`config.mk`:
```
export PLATFORM = sky130hd
export DESIGN_NAME = flash_isp_ctrl
export DESIGN_NICKNAME = d
export VERILOG_FILES = /design/src/rtl/flash_isp_pkg.sv /design/src/rtl/isp_key_gate.sv /design/src/rtl/isp_flash_mem.sv /design/src/rtl/isp_op_seq.sv /design/src/rtl/flash_isp_ctrl.sv
export SDC_FILE = /design/constraint.sdc
export NUM_CORES = 2
export LEC_CHECK = 0
export ABC_AREA = 0
export BUFFER_PORTS_ARGS = -buffer_cell sky130_fd_sc_hd__buf_2
export CAP_MARGIN = 20
export CORE_UTILIZATION = 40
export CTS_CLUSTER_SIZE = 16
export DETAILED_ROUTE_END_ITERATION = 6
export PLACE_DENSITY = 0.54
export SLEW_MARGIN = 40
export SYNTH_ARGS = -nofsm -noshare
export SYNTH_HDL_FRONTEND = slang
export SYNTH_SLANG_ARGS = --single-unit
```
`constraint.sdc`:
```
create_clock -name clk -period 4.45 [get_ports clk]
set_clock_uncertainty 0.15 [all_clocks]
set_input_delay 0.2225 -clock clk [delete_from_list [all_inputs] [get_ports clk]]
set_output_delay 0.2225 -clock clk [all_outputs]
set_load 0.03 [all_outputs]
```
`src/rtl/flash_isp_pkg.sv`:
```
package flash_isp_pkg;
  localparam int REG_AW = 3;

  localparam logic [REG_AW-1:0] RG_CTRL = 3'd0;
  localparam logic [REG_AW-1:0] RG_ADDR = 3'd1;
  localparam logic [REG_AW-1:0] RG_DATA = 3'd2;
  localparam logic [REG_AW-1:0] RG_CMD  = 3'd3;
  localparam logic [REG_AW-1:0] RG_TRIG = 3'd4;
  localparam logic [REG_AW-1:0] RG_KEY  = 3'd5;

  localparam logic [7:0] OP_READ  = 8'h00;
  localparam logic [7:0] OP_PROG  = 8'h21;
  localparam logic [7:0] OP_ERASE = 8'h22;

  localparam logic [7:0] UNLOCK_A = 8'h59;
  localparam logic [7:0] UNLOCK_B = 8'h16;
  localparam logic [7:0] UNLOCK_C = 8'h88;

  localparam int BIT_EN   = 0;
  localparam int BIT_BOOT = 1;
  localparam int BIT_FAIL = 6;

  typedef enum logic [1:0] {KS_IDLE, KS_GOT_A, KS_GOT_B, KS_OPEN} key_state_e;

  function automatic logic op_known(input logic [7:0] c);
    return (c == OP_READ) || (c == OP_PROG) || (c == OP_ERASE);
  endfunction
endpackage

```
`src/rtl/isp_key_gate.sv`:
```
module isp_key_gate
  import flash_isp_pkg::*;
(
  input  logic       clk,
  input  logic       rst,
  input  logic       key_wr,
  input  logic [7:0] key_val,
  output logic       unlocked
);
  key_state_e st_q;

  always_ff @(posedge clk) begin
    if (rst) begin
      st_q <= KS_IDLE;
    end else if (key_wr) begin
      case (st_q)
        KS_IDLE:  st_q <= (key_val == UNLOCK_A) ? KS_GOT_A : KS_IDLE;
        KS_GOT_A: st_q <= (key_val == UNLOCK_B) ? KS_GOT_B : KS_IDLE;
        KS_GOT_B: st_q <= (key_val == UNLOCK_C) ? KS_OPEN  : KS_IDLE;
        default:  st_q <= KS_IDLE;
      endcase
    end
  end

  assign unlocked = (st_q == KS_OPEN);

  assert_relock_R3: assert property (@(posedge clk) disable iff (rst)
    (unlocked && key_wr) |=> !unlocked);

  assert_open_needs_last_key_R2: assert property (@(posedge clk) disable iff (rst)
    (!unlocked && !(key_wr && key_val == UNLOCK_C)) |=> !unlocked);
endmodule

```
`src/rtl/isp_flash_mem.sv`:
```
module isp_flash_mem #(
  parameter int DEPTH = 64,
  parameter int DW    = 32,
  localparam int AW   = $clog2(DEPTH)
) (
  input  logic          clk,
  input  logic          we,
  input  logic [AW-1:0] waddr,
  input  logic [DW-1:0] wdata,
  input  logic [AW-1:0] raddr,
  output logic [DW-1:0] rdata
);
  logic [DW-1:0] mem [DEPTH];

  always_ff @(posedge clk) begin
    if (we) mem[waddr] <= wdata;
    rdata <= mem[raddr];
  end
endmodule

```
`src/rtl/isp_op_seq.sv`:
```
module isp_op_seq
  import flash_isp_pkg::*;
#(
  parameter int PROG_CYC   = 20,
  parameter int ERASE_CYC  = 200,
  parameter int READ_CYC   = 4,
  parameter int PAGE_WORDS = 4,
  parameter int AW         = 6,
  parameter int DW         = 32,
  localparam int MAXC_A    = (PROG_CYC > READ_CYC) ? PROG_CYC : READ_CYC,
  localparam int MAXC      = (ERASE_CYC > MAXC_A) ? ERASE_CYC : MAXC_A,
  localparam int CNT_W     = $clog2(MAXC + 1),
  localparam int PB        = $clog2(PAGE_WORDS)
) (
  input  logic          clk,
  input  logic          rst,
  input  logic          start,
  input  logic [7:0]    cmd,
  input  logic [AW-1:0] word_addr,
  input  logic [DW-1:0] data_in,
  output logic          busy,
  output logic          mem_we,
  output logic [AW-1:0] mem_waddr,
  output logic [DW-1:0] mem_wdata,
  output logic [AW-1:0] mem_raddr,
  output logic          rd_take
);
  logic [CNT_W-1:0] cnt_q;
  logic [7:0]       op_q;
  logic [AW-1:0]    base_q;
  logic [DW-1:0]    data_q;
  int               len;

  always_comb begin
    case (cmd)
      OP_PROG:  len = PROG_CYC;
      OP_ERASE: len = ERASE_CYC;
      default:  len = READ_CYC;
    endcase
  end

  always_ff @(posedge clk) begin
    if (rst) begin
      busy   <= 1'b0;
      cnt_q  <= '0;
      op_q   <= OP_READ;
      base_q <= '0;
      data_q <= '0;
    end else if (start && !busy) begin
      busy   <= 1'b1;
      cnt_q  <= CNT_W'(len - 1);
      op_q   <= cmd;
      base_q <= word_addr;
      data_q <= data_in;
    end else if (busy) begin
      if (cnt_q == '0) busy <= 1'b0;
      else             cnt_q <= cnt_q - 1'b1;
    end
  end

  logic erase_slot;
  assign erase_slot = (op_q == OP_ERASE) && (cnt_q < CNT_W'(PAGE_WORDS));

  assign mem_we    = busy && (((op_q == OP_PROG) && (cnt_q == '0)) || erase_slot);
  assign mem_waddr = (op_q == OP_ERASE) ? {base_q[AW-1:PB], cnt_q[PB-1:0]} : base_q;
  assign mem_wdata = (op_q == OP_ERASE) ? {DW{1'b1}} : data_q;
  assign mem_raddr = base_q;
  assign rd_take   = busy && (op_q == OP_READ) && (cnt_q == '0);

  assert_start_stalls_R4: assert property (@(posedge clk) disable iff (rst)
    (start && !busy) |=> busy);

  assert_count_down_R4: assert property (@(posedge clk) disable iff (rst)
    (busy && cnt_q != '0) |=> (busy && cnt_q == $past(cnt_q) - 1'b1));

  assert_idle_no_write_R5: assert property (@(posedge clk) disable iff (rst)
    (!busy && !start) |=> !mem_we);
endmodule

```
`src/rtl/flash_isp_ctrl.sv`:
```
module flash_isp_ctrl
  import flash_isp_pkg::*;
#(
  parameter int DEPTH      = 64,
  parameter int PAGE_WORDS = 4,
  parameter int PROG_CYC   = 20,
  parameter int ERASE_CYC  = 200,
  parameter int READ_CYC   = 4,
  localparam int DW        = 32,
  localparam int MAW       = $clog2(DEPTH)
) (
  input  logic              clk,
  input  logic              rst,
  input  logic              sw_rst,
  input  logic              isp_clk_en,
  input  logic              cfg_boot_ldr,
  input  logic              bus_sel,
  input  logic              bus_wr,
  input  logic [REG_AW-1:0] bus_addr,
  input  logic [DW-1:0]     bus_wdata,
  output logic [DW-1:0]     bus_rdata,
  output logic              bus_ready,
  output logic              boot_ldr
);
  logic          busy, unlocked;
  logic          en_q, boot_q, fail_q;
  logic [DW-1:0] addr_q, data_q, rd_q, mem_rdata;
  logic [7:0]    cmd_q;
  logic          mem_we, rd_take;
  logic [MAW-1:0] mem_waddr, mem_raddr;
  logic [DW-1:0] mem_wdata;

  logic acc, wr_acc, ctrl_wr, key_wr, trig_wr, req_bad, start;

  assign bus_ready = !busy;
  assign acc     = bus_sel && !busy;
  assign wr_acc  = acc && bus_wr;
  assign ctrl_wr = wr_acc && (bus_addr == RG_CTRL);
  assign key_wr  = wr_acc && (bus_addr == RG_KEY);
  assign trig_wr = wr_acc && (bus_addr == RG_TRIG) && bus_wdata[0];

  assign req_bad = !en_q || !isp_clk_en || (addr_q[1:0] != 2'b00) ||
                   ((addr_q >> 2) >= DW'(DEPTH)) || !op_known(cmd_q);
  assign start   = trig_wr && !req_bad;

  isp_key_gate u_key (
    .clk      (clk),
    .rst      (rst),
    .key_wr   (key_wr),
    .key_val  (bus_wdata[7:0]),
    .unlocked (unlocked)
  );

  isp_op_seq #(
    .PROG_CYC   (PROG_CYC),
    .ERASE_CYC  (ERASE_CYC),
    .READ_CYC   (READ_CYC),
    .PAGE_WORDS (PAGE_WORDS),
    .AW         (MAW),
    .DW         (DW)
  ) u_seq (
    .clk       (clk),
    .rst       (rst),
    .start     (start),
    .cmd       (cmd_q),
    .word_addr (addr_q[MAW+1:2]),
    .data_in   (data_q),
    .busy      (busy),
    .mem_we    (mem_we),
    .mem_waddr (mem_waddr),
    .mem_wdata (mem_wdata),
    .mem_raddr (mem_raddr),
    .rd_take   (rd_take)
  );

  isp_flash_mem #(.DEPTH(DEPTH), .DW(DW)) u_mem (
    .clk   (clk),
    .we    (mem_we),
    .waddr (mem_waddr),
    .wdata (mem_wdata),
    .raddr (mem_raddr),
    .rdata (mem_rdata)
  );

  always_ff @(posedge clk) begin
    if (rst) begin
      en_q   <= 1'b0;
      boot_q <= 1'b0;
      fail_q <= 1'b0;
      addr_q <= '0;
      data_q <= '0;
      cmd_q  <= '0;
      rd_q   <= '0;
    end else begin
      if (ctrl_wr && unlocked) begin
        en_q   <= bus_wdata[BIT_EN];
        boot_q <= bus_wdata[BIT_BOOT];
        if (bus_wdata[BIT_FAIL]) fail_q <= 1'b0;
      end
      if (trig_wr && req_bad) fail_q <= 1'b1;
      if (wr_acc && bus_addr == RG_ADDR) addr_q <= bus_wdata;
      if (wr_acc && bus_addr == RG_DATA) data_q <= bus_wdata;
      if (wr_acc && bus_addr == RG_CMD)  cmd_q  <= bus_wdata[7:0];
      if (rd_take) rd_q <= mem_rdata;
    end
  end

  always_ff @(posedge clk) begin
    if (rst)         boot_ldr <= cfg_boot_ldr;
    else if (sw_rst) boot_ldr <= boot_q;
  end

  logic [DW-1:0] rd_mux;
  always_comb begin
    rd_mux = '0;
    case (bus_addr)
      RG_CTRL: begin
        rd_mux[BIT_EN]   = en_q;
        rd_mux[BIT_BOOT] = boot_q;
        rd_mux[BIT_FAIL] = fail_q;
      end
      RG_ADDR: rd_mux = addr_q;
      RG_DATA: rd_mux = rd_q;
      RG_CMD:  rd_mux = {24'd0, cmd_q};
      RG_TRIG: rd_mux[0] = busy;
      RG_KEY:  rd_mux[0] = unlocked;
      default: rd_mux = '0;
    endcase
  end

  always_ff @(posedge clk) begin
    if (rst)                 bus_rdata <= '0;
    else if (acc && !bus_wr) bus_rdata <= rd_mux;
  end

  assert_locked_ctrl_R2: assert property (@(posedge clk) disable iff (rst)
    (ctrl_wr && !unlocked && !trig_wr) |=> ($stable(en_q) && $stable(boot_q)));

  assert_reject_no_stall_R5: assert property (@(posedge clk) disable iff (rst)
    (trig_wr && req_bad) |=> (bus_ready && fail_q));

  assert_fail_sticky_R6: assert property (@(posedge clk) disable iff (rst)
    (fail_q && !(ctrl_wr && unlocked && bus_wdata[BIT_FAIL])) |=> fail_q);

  assert_busy_ignores_bus_R4: assert property (@(posedge clk) disable iff (rst)
    (busy && bus_sel) |=> ($stable(addr_q) && $stable(cmd_q)));
endmodule

```
# Word level (Yosys, flattened, before mapping)
# Memories as Yosys holds them, arrays and structs flattened. A register that Yosys moved wholly into a read port is not among the register bits.
# Index checks and enable logic that the tools add are counted.
# W data, S select, Z words.
[classes]
addsub = 2
order_cmp = 2
eq_ne = 16
n_mux = 25
reduce_logical = 44
[ops]
columns = ["cell", "count"]
rows = [
  ["$pmux W25 S3", 1],
  ["$eq A8 B6 Y1 const B", 4],
  ["$mux W32", 1],
  ["$ge A30 B7 Y1 const B", 1],
  ["$logic_not A8 Y1", 3],
  ["$mux W8", 3],
  ["$logic_and A1 B1 Y1", 19],
  ["$pmux W8 S2", 1],
  ["$sub A8 B1 Y8 const B", 2],
  ["$pmux W4 S3", 1],
  ["$mux W1", 11],
  ["$reduce_bool A2 Y1", 5],
  ["$eq A8 B5 Y1 const B", 1],
  ["$eq A8 B7 Y1 const B", 1],
  ["$eq A8 B8 Y1 const B", 1],
  ["$lt A8 B3 Y1 const B", 1],
  ["$pmux W1 S4", 2],
  ["$logic_or A1 B1 Y1", 7],
  ["$eq A3 B2 Y1 const B", 2],
  ["$eq A3 B3 Y1 const B", 2],
  ["$logic_not A1 Y1", 6],
  ["$mux W2", 3],
  ["$pmux W1 S6", 1],
  ["$pmux W2 S3", 1],
  ["7 further kinds", 9],
]
[totals]
ff_bits = 197
ram_bits = 2048
inputBits = 42
output_inout_bits = 34
n_memories = 1
[memory_table]
columns = ["name", "words", "width", "rd", "rd_ports_with_merged_regs", "write_ports", "line_no", "rtl"]
rows = [
  ["u_mem.mem", 64, 32, 1, 1, 1, "isp_flash_mem.sv:13", "logic [DW-1:0] mem [DEPTH];"],
]

# Depth between registers and ports, before layout
[depth]
word_depth = 10
depth_mapped = 12

# Hierarchy
# From an unflattened synthesis, not the netlist that was laid out.
[unflattened]
hier_cells = 4277
hier_area_um2 = 86785.7
[by_module_without_submodules]
columns = ["mod", "n_inst", "cells_per_inst", "area_per_inst_um2"]
rows = [
  ["isp_flash_mem", 1, 3324, 78515.3],
  ["flash_isp_ctrl", 1, 611, 5571.6],
  ["isp_op_seq", 1, 323, 2514.9],
  ["isp_key_gate", 1, 19, 183.9],
]

# Worst setup path before layout
# Ideal clock, no wire load.
[synth_path]
kind = "register -> register"
from = "reg u_seq.cnt_q[2]"
to = "mem u_mem.mem[24][0] (enable)"
setup_ns = 0.421
arrival_time_ns = 3.253
required_ns = 3.879
setup_slack_ns = 0.626
stages_incl_launch_ff = 6
path_cell_list = "dfxtp_1 or3_4 or4_4 nor4_4 nand3_1 nor2_1"
[synth_between]
elab_chain_len = 6
elab_cells_between_ends = 8
cone_classes = "1 x order compare; 2 x mux; 5 x reduce/logical"
[synth_rtl]
columns = ["item", "line_no", "rtl"]
rows = [
  ["from (decl)", "isp_op_seq.sv:28", "logic [CNT_W-1:0] cnt_q;"],
  ["from (signal assigned)", "isp_op_seq.sv:51", "cnt_q <= CNT_W'(len - 1);"],
  ["from (signal assigned)", "isp_op_seq.sv:57", "else cnt_q <= cnt_q - 1'b1;"],
  ["$lt A8 B3 Y1 or $logic_not A8 Y1 (tied branches)", "isp_op_seq.sv:62, isp_op_seq.sv:64", ""],
  ["$logic_and A1 B1 Y1, on equally long branches", "isp_op_seq.sv:62, isp_op_seq.sv:64", ""],
  ["$logic_or A1 B1 Y1 (*)", "isp_op_seq.sv:64", "assign mem_we = busy && (((op_q == OP_PROG) && (cnt_q == '0)) || erase_slot);"],
  ["$logic_and A1 B1 Y1 (*)", "isp_op_seq.sv:64", ""],
  ["$mux W1 (*)", "isp_flash_mem.sv:16", "if (we) mem[waddr] <= wdata;"],
  ["$mux W1 (implied by the code) (*)", "isp_flash_mem.sv:16", ""],
  ["to (decl)", "isp_flash_mem.sv:13", ""],
]
# Mark *: on every way between the ends. The rest lies on a longest branch, timed or not.

# Final worst setup path
[layout_path]
from = "reg u_seq.cnt_q[2]"
to = "mem u_mem.mem[3][6] (enable)"
# Same word-level chain as after synthesis.

==> metrics.cfg <==
[run_status]
status=completed

[global_routing]
grt_max_degree=119
overflow=0
grt_pass1_vias=45700
antenna_found_initial=17
grt_use_total=0.235
grt_pass1_wl_mm=364

[floorplanning]
dieArea_sq_um=220000
die_y_um=469
initial_utilization=0.402
core_region_area_sq_um=217000
die_w_um=469
design.portCount=76
row_count=171

[setup_path]
arrival_ps=4130
path_class=reg2reg
required_ps=4840
cp_max_fo=22
cp-start-kind=flip-flop
endpoint_kind=flip-flop

[logic_synthesis]
syn_area_sq_um=87300
synthArstFlopShare=0
ys_ff_latch=2277
synth_cell_types=63
synth_nets=4606
synth_seq_area_share=0.757
yosys_most_used_dff=edfxtp_1
avgSynthCellArea_sq_um=19.1
synth_edf_count=2049
syn_inst=4563
yosysWarnings=0

[power_and_ir_drop]
clockPowerShare=0.441
pwr-share-comb=0.004
seq_power_share=0.555
power_switching_share=0.199
p_leak_nw=36.1
vdd_drop_max_mv=0.339
switching_power_mw=8.25
power.density_nw_per_um2=407
p_int_mw=33.1

[flow_run]
max_cap_viol_count=0

[cts]
cts_buffer_depth=3
cts_tree=yes
clk_pin_slew_ps=60
htree_levels=4
cts.sinks=2277
clkLatencyLatePin_ps=870
clock-root-buffer=clkbuf_16
cts_resized=0
cts_buffers=225
cts_setup_buffers=0

[timing]
timing.hold.ws_ps=57.2
rsz0062_at_grt=no
fin_setup_tns_ps=0
max_freq_mhz=268
final.period_utilization=0.839
slew_headroom=0.397
finalMaxSlewViolations=0
hold_violations=0
setup_viol=0
min_period_ps=3730
worst_slew_pin_slew_ps=904

[cells_and_area]
drive_above_1_share=0.246
fin_nets=5014
nFillCells=18100
layout_commonest_cell=edfxtp_1
area_growth_pct=16.3
mostFrequentLayoutCells=edfxtp_1, mux4_2, mux2i_1, nand2_1, buf_4

[detailed_routing]
wl_per_cell_um=32.5
vias=46400
vias_per_cell=5.79
drt_wl_total_mm=261
dr.pass1.iters=6
drc_errors=0
ant_nets=0
drtIter0Drc=5566

[placed_design]
gp_congestion=0.864
port_buffers=75
dp_hpwl_mm=161

[min_path]
hold_path.class=in2reg

## worst max-delay path: stages, from the launching register on
cell and delay (ps):
dfxtp_1 350, or3_4 420, or4_4 480, nor4_4 270
buf_4 330, nand2_1 480, nor2_4 600, buf_12 290
## area by class of cell
cell class                 instances  area [sq um]  area share
clock inverter                   130          1050      0.0103
antenna                            3          7.51   0.0000739
timing repair buffer             464          4460      0.0439
tap                             2854          3570      0.0352
inverter                           5          18.8    0.000185
multi-input combinational       1998         20400       0.201
clock buffer                     285          5950      0.0586
sequential                      2277         66100       0.651
## power by group through the flow
stage / logic [mW] / registers (mW) / clock network (mW)
3_3_place_gp: 0.135 / 23.4 / 0
4_1_cts: 0.181 / 23.0 / 18.5
3_5_place_dp: 0.136 / 23.4 / 0
5_1_grt: 0.196 / 22.9 / 19.3
2_1_floorplan: 0.0727 / 23.4 / 0
6_report: 0.184 / 23.0 / 18.2
## kinds of logic after synthesis
logic type,count (synthesis),synth area share
flip-flops,2277,0.757
multiplexers,799,0.152
AND/OR/NAND/NOR,686,0.0369
AO/OA/AOI/OAI,507,0.0373
buffers and inverters,288,0.0166
XOR/XNOR,5,0.000502
adder cells (fa/ha/maj),1,0.000143
## path summary, 6_finish.rpt
check	from	to	slack (ps)	cells after the start
setup / recovery	u_seq.cnt_q[2]	u_mem.mem[3][6]	720	7
hold / removal	bus_wdata[4]	addr_q[4]	60	4
setup reg to reg	u_seq.cnt_q[2]	u_mem.mem[3][6]	720	7
hold reg to reg	u_mem.rdata[23]	rd_q[23]	290	2
## through the flow
step	total power, mW	instances	utilization	setup WS (ps)	cell area (sq um)
floorplan	23.5	4563	-	626	87300
detailed placement	23.5	7530	0.432	735	93800
finish	41.4	8016	0.468	717	102000
CTS	41.7	8012	0.468	702	101000
global route	42.4	8015	0.468	644	102000
global placement	23.5	7526	0.432	386	93700
## state kept, by name (all words and copies together) (netlist names)
signal,count
rd_q,32
fail_q,1
u_seq.data_q,32
bus_rdata,32
en_q,1
u_seq.mem_raddr,6
cmd_q,8
boot_q,1
u_mem.mem,2048
addr_q,32
u_mem.rdata,32
data_q,32
u_key.st_q,2
u_seq.op_q,8
u_seq.cnt_q,8
u_seq.busy,1
boot_ldr,1
## repair_timing
| item | CTS | global route |
|---|---|---|
| setup endpoints to repair | 0 | 0 |
| endpoints found under the hold margin | 161 | 0 |
| hold buffers | 67 | 0 |
## routing by layer
metal,vias to the layer above,routed length [um],global-route usage
met3,290,19500,0.0414
met1,25000,110000,0.330
met2,1887,124000,0.375
li1,19300,-,-
met5,-,27,0
met4,4,7120,0.0674
## cell usage after synthesis (all sizes together), types with 2 or more instances
master,number,area [sq um]
a2111oi,5,43.8
a211o,11,96.3
a211oi,13,97.6
a21oi,178,902
a221oi,7,61.3
a22o,36,315
a22oi,117,878
a311oi,5,43.8
a31oi,3,18.8
and2,6,37.5
and3,4,25.0
buf,175,1020
clkbuf,108,405
dfxtp,228,4560
edfxtp,2049,61500
inv,5,18.8
mux2,9,101
mux2i,372,3720
mux4,418,9410
nand2,273,1040
nand2b,15,93.8
nand3,103,515
nand3b,11,82.6
nand4,14,87.6
nor2,148,558
nor2b,16,100
nor3,13,65.1
nor3b,8,60.1
nor4,10,92.6
nor4b,3,26.3
nor4bb,2,20.0
o211ai,6,45.0
o21a,2,15.0
o21ai,59,295
o221ai,3,26.3
o22a,5,43.8
o22ai,48,300
o31ai,2,15.0
o41ai,3,26.3
or2,37,231
or3,4,31.3
or3b,2,17.5
or4,16,128
xnor2,2,17.5
xor2,3,26.3
(Power assumes the default switching activity.)
